## src/rtl/wbank_pkg.sv

```systemverilog
package wbank_pkg;

  // Sampled pin bundle, kept together so all lines see identical latency
  typedef struct packed {
    logic shdn_n;
    logic cs_n;
    logic sclk;
    logic sdi;
  } pin_vec_t;

  localparam pin_vec_t PINS_IDLE = '{shdn_n: 1'b1, cs_n: 1'b1, sclk: 1'b0, sdi: 1'b0};

endpackage

```

## src/rtl/wbank_sync.sv

```systemverilog
module wbank_sync #(
  parameter int          STAGES = 2,
  parameter int          W      = 4,
  parameter logic [W-1:0] IDLE  = '0
) (
  input  logic         clk,
  input  logic         rst,
  input  logic [W-1:0] din,
  output logic [W-1:0] lvl,
  output logic [W-1:0] rise,
  output logic [W-1:0] fall
);

  logic [STAGES-1:0][W-1:0] stg;
  logic [W-1:0]             prev;

  always_ff @(posedge clk) begin
    if (rst) begin
      for (int i = 0; i < STAGES; i++) stg[i] <= IDLE;
      prev <= IDLE;
    end else begin
      for (int i = STAGES - 1; i > 0; i--) stg[i] <= stg[i-1];
      stg[0] <= din;
      prev   <= stg[STAGES-1];
    end
  end

  assign lvl  = stg[STAGES-1];
  assign rise = lvl & ~prev;
  assign fall = ~lvl & prev;

endmodule

```

## src/rtl/wbank_shift.sv

```systemverilog
module wbank_shift #(
  parameter int WORD_W = 8
) (
  input  logic              clk,
  input  logic              rst,
  input  logic              shift_en,
  input  logic              bit_in,
  input  logic              out_upd,
  output logic [WORD_W-1:0] word,
  output logic              sdo
);

  always_ff @(posedge clk) begin
    if (rst) begin
      word <= '0;
      sdo  <= 1'b0;
    end else begin
      if (shift_en) word <= {word[WORD_W-2:0], bit_in};
      if (out_upd)  sdo  <= word[WORD_W-1];
    end
  end

endmodule

```

## src/rtl/wbank_regs.sv

```systemverilog
module wbank_regs #(
  parameter int NUM_CH = 4,
  parameter int VAL_W  = 6,
  parameter int ADDR_W = 2,
  parameter int WORD_W = ADDR_W + VAL_W
) (
  input  logic                    clk,
  input  logic                    rst,
  input  logic                    commit,
  input  logic [WORD_W-1:0]       word,
  output logic [NUM_CH*VAL_W-1:0] wiper_flat
);

  localparam logic [VAL_W-1:0] MID = {1'b1, {(VAL_W-1){1'b0}}};

  logic [ADDR_W-1:0] addr;
  logic [VAL_W-1:0]  val;
  logic [NUM_CH-1:0] strobe;

  assign addr = word[WORD_W-1 -: ADDR_W];
  assign val  = word[VAL_W-1:0];

  for (genvar c = 0; c < NUM_CH; c++) begin : g_ch
    logic [VAL_W-1:0] setting;

    assign strobe[c] = commit && (addr == ADDR_W'(c));

    always_ff @(posedge clk) begin
      if (rst)            setting <= MID;
      else if (strobe[c]) setting <= val;
    end

    assign wiper_flat[c*VAL_W +: VAL_W] = setting;
  end

endmodule

```

## src/rtl/quad_wiper_bank.sv

```systemverilog
module quad_wiper_bank #(
  parameter int NUM_CH      = 4,
  parameter int VAL_W       = 6,
  parameter int SYNC_STAGES = 2
) (
  input  logic                    clk,
  input  logic                    rst,
  input  logic                    sclk,
  input  logic                    cs_n,
  input  logic                    sdi,
  input  logic                    shdn_n,
  output logic                    sdo,
  output logic                    shdn_stat,
  output logic [NUM_CH*VAL_W-1:0] wiper_flat
);
  import wbank_pkg::*;

  localparam int ADDR_W = (NUM_CH > 1) ? $clog2(NUM_CH) : 1;
  localparam int WORD_W = ADDR_W + VAL_W;

  pin_vec_t pins_in, pins_lvl, pins_rise, pins_fall;
  logic     sdi_l, cs_l, shdn_l, sclk_rise, sclk_fall, commit, shift_en;
  logic [WORD_W-1:0] word;
  logic     unused_edges;

  assign pins_in = '{shdn_n: shdn_n, cs_n: cs_n, sclk: sclk, sdi: sdi};

  wbank_sync #(
    .STAGES (SYNC_STAGES),
    .W      ($bits(pin_vec_t)),
    .IDLE   (PINS_IDLE)
  ) u_sync (
    .clk  (clk),
    .rst  (rst),
    .din  (pins_in),
    .lvl  (pins_lvl),
    .rise (pins_rise),
    .fall (pins_fall)
  );

  assign sdi_l     = pins_lvl.sdi;
  assign cs_l      = pins_lvl.cs_n;
  assign shdn_l    = pins_lvl.shdn_n;
  assign sclk_rise = pins_rise.sclk;
  assign sclk_fall = pins_fall.sclk;
  assign commit    = pins_rise.cs_n;
  assign shift_en  = sclk_rise && !cs_l;
  assign unused_edges = ^{pins_rise.sdi, pins_rise.shdn_n, pins_fall.sdi,
                          pins_fall.shdn_n, pins_fall.cs_n, pins_lvl.sclk};

  wbank_shift #(.WORD_W(WORD_W)) u_shift (
    .clk      (clk),
    .rst      (rst),
    .shift_en (shift_en),
    .bit_in   (sdi_l),
    .out_upd  (sclk_fall),
    .word     (word),
    .sdo      (sdo)
  );

  wbank_regs #(
    .NUM_CH (NUM_CH),
    .VAL_W  (VAL_W),
    .ADDR_W (ADDR_W),
    .WORD_W (WORD_W)
  ) u_regs (
    .clk        (clk),
    .rst        (rst),
    .commit     (commit),
    .word       (word),
    .wiper_flat (wiper_flat)
  );

  always_ff @(posedge clk) begin
    if (rst) shdn_stat <= 1'b0;
    else     shdn_stat <= !shdn_l;
  end

endmodule

```

## config.mk

```make
export PLATFORM = sky130hd
export DESIGN_NAME = quad_wiper_bank
export DESIGN_NICKNAME = d
export VERILOG_FILES = /design/src/rtl/wbank_pkg.sv /design/src/rtl/wbank_sync.sv /design/src/rtl/wbank_shift.sv /design/src/rtl/wbank_regs.sv /design/src/rtl/quad_wiper_bank.sv
export SDC_FILE = /design/constraint.sdc
export NUM_CORES = 1
export LEC_CHECK = 0
export BUFFER_PORTS_ARGS = -buffer_cell sky130_fd_sc_hd__buf_2
export CORE_MARGIN = 1.5
export CORE_UTILIZATION = 45
export DETAILED_ROUTE_END_ITERATION = 16
export GPL_ROUTABILITY_DRIVEN = 0
export PLACE_DENSITY_LB_ADDON = 0.12
export SLEW_MARGIN = 20
export SYNTH_ARGS = -nofsm -noshare
export SYNTH_HDL_FRONTEND = slang
export SYNTH_HIERARCHICAL = 1
export SYNTH_SLANG_ARGS = --single-unit
```

## constraint.sdc

```tcl
create_clock -name clk -period 1.9 [get_ports clk]
set_input_delay 0 -clock clk [delete_from_list [all_inputs] [get_ports clk]]
set_output_delay 0 -clock clk [all_outputs]
set_load 0.02 [all_outputs]
```

==> results of run 1 <==
-- worst max-delay path, delay by kind of cell (launching register included) --
family | cells | cell delay, ps
mux | 1 | 180
flops | 1 | 400
simple gates | 2 | 700
-- how the worst max path moves through the flow --
stage / to / slack, ps / depth (start not counted)
2_1_floorplan: u_regs/g_ch[0].setting[5] / 580 / 4
3_3_place_gp: u_regs/g_ch[0].setting[5] / 560 / 3
3_5_place_dp: u_regs/g_ch[0].setting[3] / 520 / 3
4_1_cts: u_regs/g_ch[0].setting[3] / 510 / 3
5_1_grt: u_regs/g_ch[0].setting[4] / 420 / 3
6_report: u_regs/g_ch[0].setting[4] / 520 / 3
-- stage by stage --
stage / std cells / hold slack (ps) / utilization
6_report: 228 / 97.9 / 0.565
5_1_grt: 228 / 135 / 0.565
4_1_cts: 228 / 95.0 / 0.565
3_5_place_dp: 216 / 185 / 0.526
3_3_place_gp: 216 / 177 / 0.526
2_1_floorplan: 148 / 70.6 / -
-- area by class of cell --
class | instances | area, µm²
clock inverter | 1 | 30.0
timing repair buffer | 37 | 210
sequential | 44 | 881
clock buffer | 7 | 65.1
multi-input combinational | 93 | 687
fill | 327 | 1490
tap | 46 | 57.6
-- routing by layer --
layer	wire length, µm	track usage	vias up
li1	-	-	547
met1	1310	0.186	502
met2	1410	0.272	24
met3	103	0.0429	4
met4	29	0.0734	0
met5	0	0	-
-- cells in the final DEF, fill, tap and decap left out, types with 2 or more instances in the layout --
master,n
sky130_fd_sc_hd__dfxtp_1,44
sky130_fd_sc_hd__nand3b_1,2
sky130_fd_sc_hd__buf_4,2
sky130_fd_sc_hd__nor2_1,15
sky130_fd_sc_hd__mux2i_1,33
sky130_fd_sc_hd__dlygate4sd3_1,4
sky130_fd_sc_hd__buf_2,31
sky130_fd_sc_hd__or2_1,5
sky130_fd_sc_hd__clkbuf_4,5
sky130_fd_sc_hd__and2b_1,2
sky130_fd_sc_hd__and3b_1,2
sky130_fd_sc_hd__clkbuf_8,2
sky130_fd_sc_hd__nand2b_1,25
sky130_fd_sc_hd__nor2b_1,6
-- where the power goes --
| group | switching (W) | internal [W] |
|---|---|---|
| sequential | 0.00000344 | 0.000933 |
| clock | 0.000289 | 0.000350 |
| combinational | 0.0000235 | 0.0000287 |
-- flip-flops by register name, indices dropped and copies added (netlist names) --
register / flops
u_sync/prev: 2
u_shift/word: 8
shdn_stat: 1
u_sync/lvl: 4
u_regs/g_ch.setting: 24
u_shift/sdo: 1
u_sync/stg: 4
-- timing repair --
| action | CTS | global route |
|---|---|---|
| setup endpoints to repair | 0 | 0 |
| hold endpoints to repair | 4 | 0 |
| hold buffers | 4 | 0 |
| buffers inserted | 0 | 0 |
==> impl_metrics.csv, run 1 <==
group,metric,value,unit
outcome,outcome,"completed",
setup_path,critical_path_class,"register to register",
clock_network,cts-root-to-sink-buffers,2,
setup_path,worst_setup_path_end_kind,"register",
floorplanning,die_h,63.3,µm
timing,final.setup.tns,0,ps
route,routed-via-count,1077,
floorplanning,fp.dieArea,0.00401,mm²
clock_network,root_buffer,"sky130_fd_sc_hd__clkbuf_4",
placement,postPlaceCellArea,0.00180,mm²
setup_path,critical_path_max_stage_delay,520,ps
global_route,grt-ovfl-total,0,
clock_network,number_of_buffers_created_by_cts,5,
setup_path,critical-path-slowest-cell,"sky130_fd_sc_hd__or3b_1",
timing,max_slew.worst_pin.slew,495,ps
global_route,grt_pass1_vias,1114,
timing,clock.fmax,723,MHz
setup_path,critical_path.startpoint,"u_sync/lvl[2]",
clock_network,cts_resized,0,
route,route.detailed.wl_per_inst,12.5,µm
placement,dp.final_hpwl,2000,µm
setup_path,critical_path.reg2reg.endpoint,"u_regs/g_ch[0].setting[4]",
yosys,syn_area_per_cell,11.1,µm²
setup_path,ff2ff_setup_slack,520,ps
finish,antenna_cells,0,
setup_path,timing.critical_path.required,2130,ps
setup_path,critical_path.cell_chain,"nor2b_1 > or3b_1 > mux2i_1",
setup_path,critPathLaunchType,"register",
finish,stdcell_area,0.00193,mm²
timing,fin_ws,517,ps
worst_hold_path,hold_path_end,"u_shift/word[2]",
setup_path,worstReg2RegStart,"u_sync/lvl[2]",
route,wirelength,2850,µm
global_route,wire_length_of_the_first_global_routing_pass,4950,µm
floorplanning,io_pins,32,
power,p_leak,0.895,nW
timing,setup_violations,0,
yosys,post_synth_inst_count,148,
worst_hold_path,hold_start,"rst",
timing,period_minus_ws_final,1380,ps
timing,fin_crit_sh,0.728,
timing,timing.final.hold_violations,0,
route,drt_first_pass_iters,4,
route,detail-route-antenna-nets,0,
timing,grt_setup_unrepaired,"no",
global_route,antenna_found_initial,0,
power,power,0.00163,W
yosys,synth_warn,6,
setup_path,critical_path_peak_fanout,6,
clock_network,clk_transition_reported_paths,120,ps
worst_hold_path,worst_min_delay_path_class,"input pin to register",
global_route,grt_util_all_layers,0.160,
setup_path,timing.critical_path.arrival,1620,ps
timing,timing_max_transition_violations_final,0,
finish,num-nets-final,187,
finish,area_delta_synth_final,17.9,%
clock_network,htree_levels,2,
global_route,pin_count_of_the_biggest_net_entering_global_routing,37,
timing,finalClockSkew,9.89,ps
finish,layout-drive-gt1-share,0.231,
setup_path,reg2regPathDepth,3,
placement,numPortBuffers,31,
yosys,synth_nets,154,
floorplanning,placeableCoreArea,0.00342,mm²
yosys,mappedNetlistArea,0.00164,mm²
worst_hold_path,hold_path_depth,2,
power,maximum_resistive_drop_on_vdd,430,µV
floorplanning,floorplan.rows,21,
route,drtIter0Drc,55,
floorplanning,initial_utilization,0.479,
clock_network,numClockSinks,44,
route,drc_errors,0,
clock_network,clock_tree_from_tritoncts,"yes",
floorplanning,fp.dieW,63.3,µm
route,post_drt_via_cell_ratio,4.72,
placement,dp_worst_setup_slack,521,ps
timing,timing.max_slew.rel_slack,0.670,
power,powerDensity,843,mW/mm²
flow_run,maxCapViolCount,0,
clock_network,insertion_delay,350,ps
Power figures use the tool's default switching activity.
==> run 2, diff against run 1 <==
- clock period: 1.9 -> 1.35 ns (I/O delays scaled with it)
==> run 2 against run 1 <==
Effect of this change: register-to-register slack lost 410 ps; total power increased by 26%; via count rose by 2.1%; critical path type unchanged.
==> impl_metrics.csv, run 2 (synthesis results as in run 1) <==
group,metric,value,unit
outcome,outcome,"completed",
finish,mostFrequentLayoutCell,"sky130_fd_sc_hd__dfxtp_1",
timing,timing.max_slew.rel_slack,0.716,
timing,timing_max_transition_violations_final,0,
timing,fin_ws,108,ps
finish,layout-drive-gt1-share,0.262,
setup_path,timing.critical_path.required,1630,ps
timing,final.setup.tns,0,ps
clock_network,clk_transition_reported_paths,120,ps
floorplanning,die_h,63.3,µm
floorplanning,floorplan.rows,21,
clock_network,number_of_buffers_created_by_cts,5,
timing,finalClockSkew,8.00,ps
route,detail-route-antenna-nets,0,
placement,numPortBuffers,31,
route,route.detailed.wl_per_inst,12.6,µm
floorplanning,initial_utilization,0.479,
placement,dp.final_hpwl,2150,µm
power,power,0.00205,W
timing,fin_crit_sh,0.920,
timing,max_slew.worst_pin.slew,425,ps
floorplanning,fp.dieArea,0.00401,mm²
power,comb_power_share,0.040,
global_route,antenna_found_initial,0,
flow_run,maxCapViolCount,0,
route,route.top_layer_used,"met4",
finish,mostFrequentLayoutCells,"sky130_fd_sc_hd__dfxtp_1, sky130_fd_sc_hd__mux2i_1, sky130_fd_sc_hd__buf_2",
setup_path,critical_path_class,"register to register",
setup_path,critical_path_peak_fanout,5,
route,wirelength,2940,µm
power,share_seq_of_total_power,0.643,
global_route,grt_util_all_layers,0.165,
finish,area_delta_synth_final,18.6,%
setup_path,timing.critical_path.arrival,1520,ps
clock_network,insertion_delay,350,ps
clock_network,numClockSinks,44,
route,post_drt_via_cell_ratio,4.72,
route,routed-via-count,1100,
route,drt_first_pass_iters,4,
floorplanning,io_pins,32,
timing,timing.final.hold_violations,0,
floorplanning,placeableCoreArea,0.00342,mm²
clock_network,cts-root-to-sink-buffers,2,
power,maximum_resistive_drop_on_vdd,562,µV
power,p_leak,0.909,nW
finish,fillCellCount,336,
power,powerDensity,1050,mW/mm²
finish,max_ffs_per_register,24,
global_route,grt_pass1_vias,1128,
finish,registers.top_by_ff_count,"u_regs/g_ch.setting",
timing,setup_violations,0,
setup_path,critPathLaunchType,"register",
power,share_clk_of_total_power,0.316,
power,p_int,0.00161,W
clock_network,clock_tree_from_tritoncts,"yes",
global_route,pin_count_of_the_biggest_net_entering_global_routing,29,
route,met3_length,115,µm
power,p_switching,0.000439,W
clock_network,post_cts.repair.setup_buffers,0,
setup_path,worst_setup_path_end_kind,"register",
global_route,wire_length_of_the_first_global_routing_pass,5020,µm
finish,antenna_cells,0,
clock_network,root_buffer,"sky130_fd_sc_hd__clkbuf_4",
worst_hold_path,worst_min_delay_path_class,"input pin to register",
route,drc_errors,0,
finish,num-nets-final,192,
route,met2_wirelength,1480,µm
placement,dp_worst_setup_slack,42.3,ps
route,detail_route.wirelength.met1,1290,µm
power,switching_share,0.215,
finish,reg_top3,"u_regs/g_ch.setting x24, u_shift/word x8",
timing,grt_setup_unrepaired,"no",
floorplanning,fp.dieW,63.3,µm
route,drtIter0Drc,26,
timing,clock.fmax,805,MHz
timing,period_minus_ws_final,1240,ps
global_route,grt-ovfl-total,0,
clock_network,htree_levels,2,
[run 2: changes by cell type in the layout (fill, tap and decap cells not counted), sizes merged]
cell	delta
clkbuf	-1
clkinv	+2
bufinv	-1
buf	+5
[run 2: cell type report]
cell class              instances  area [µm²]  share of cell area
multi-input cells              93         694               0.358
well taps                      46        57.6              0.0296
clock buffers                   6        51.3              0.0264
flip-flops and latches         44         881               0.454
clock inverters                 2        10.0             0.00515
repair buffers                 42         248               0.128
[run 2: timing repair]
| action | 4_1_cts | 5_1_grt |
|---|---|---|
| gates resized for setup | 0 | 2 |
| hold endpoints to repair | 4 | 0 |
| endpoints found under the setup margin | 0 | 11 |
| hold buffers | 4 | 0 |
[run 2: power by group through the flow]
stage	registers (W)	clock network [W]	logic, W
after floorplan	0.00135	0	0.0000532
after global placement	0.00135	0	0.0000709
after detailed placement	0.00135	0	0.0000733
after CTS	0.00132	0.000673	0.0000821
after global routing	0.00132	0.000729	0.0000897
final	0.00132	0.000647	0.0000825
[run 2: through the flow]
| step | hold WS [ps] | cell area, µm² | std cells | utilization |
|---|---|---|---|---|
| finish | 68.0 | 1940 | 233 | 0.568 |
| global route | 82.8 | 1940 | 233 | 0.568 |
| CTS | 48.3 | 1930 | 233 | 0.566 |
| detailed placement | 188 | 1830 | 221 | 0.537 |
| global placement | 179 | 1830 | 221 | 0.537 |
| floorplan | 70.6 | 1640 | 148 | - |
[run 2: final timing paths]
check	end	slack (ps)	cells after the start	startpoint
setup / recovery	u_regs/g_ch[2].setting[2]	110	4	u_sync/lvl[2]
hold reg to reg	shdn_stat	380	1	u_sync/lvl[3]
setup reg to reg	u_regs/g_ch[2].setting[2]	110	4	u_sync/lvl[2]
hold / removal	u_shift/word[7]	70	2	rst
[run 2: routing by layer]
layer	vias to the layer above	global-route usage
li1	552	-
met1	513	0.184
met2	27	0.296
met3	8	0.0375
met4	0	0.0734
met5	-	0
[run 2: critical path, stage by stage (launching register included)]
cell,delay [ps]
sky130_fd_sc_hd__dfxtp_1,340
sky130_fd_sc_hd__nor2b_1,160
sky130_fd_sc_hd__buf_4,150
sky130_fd_sc_hd__and3b_1,300
sky130_fd_sc_hd__mux2i_1,210
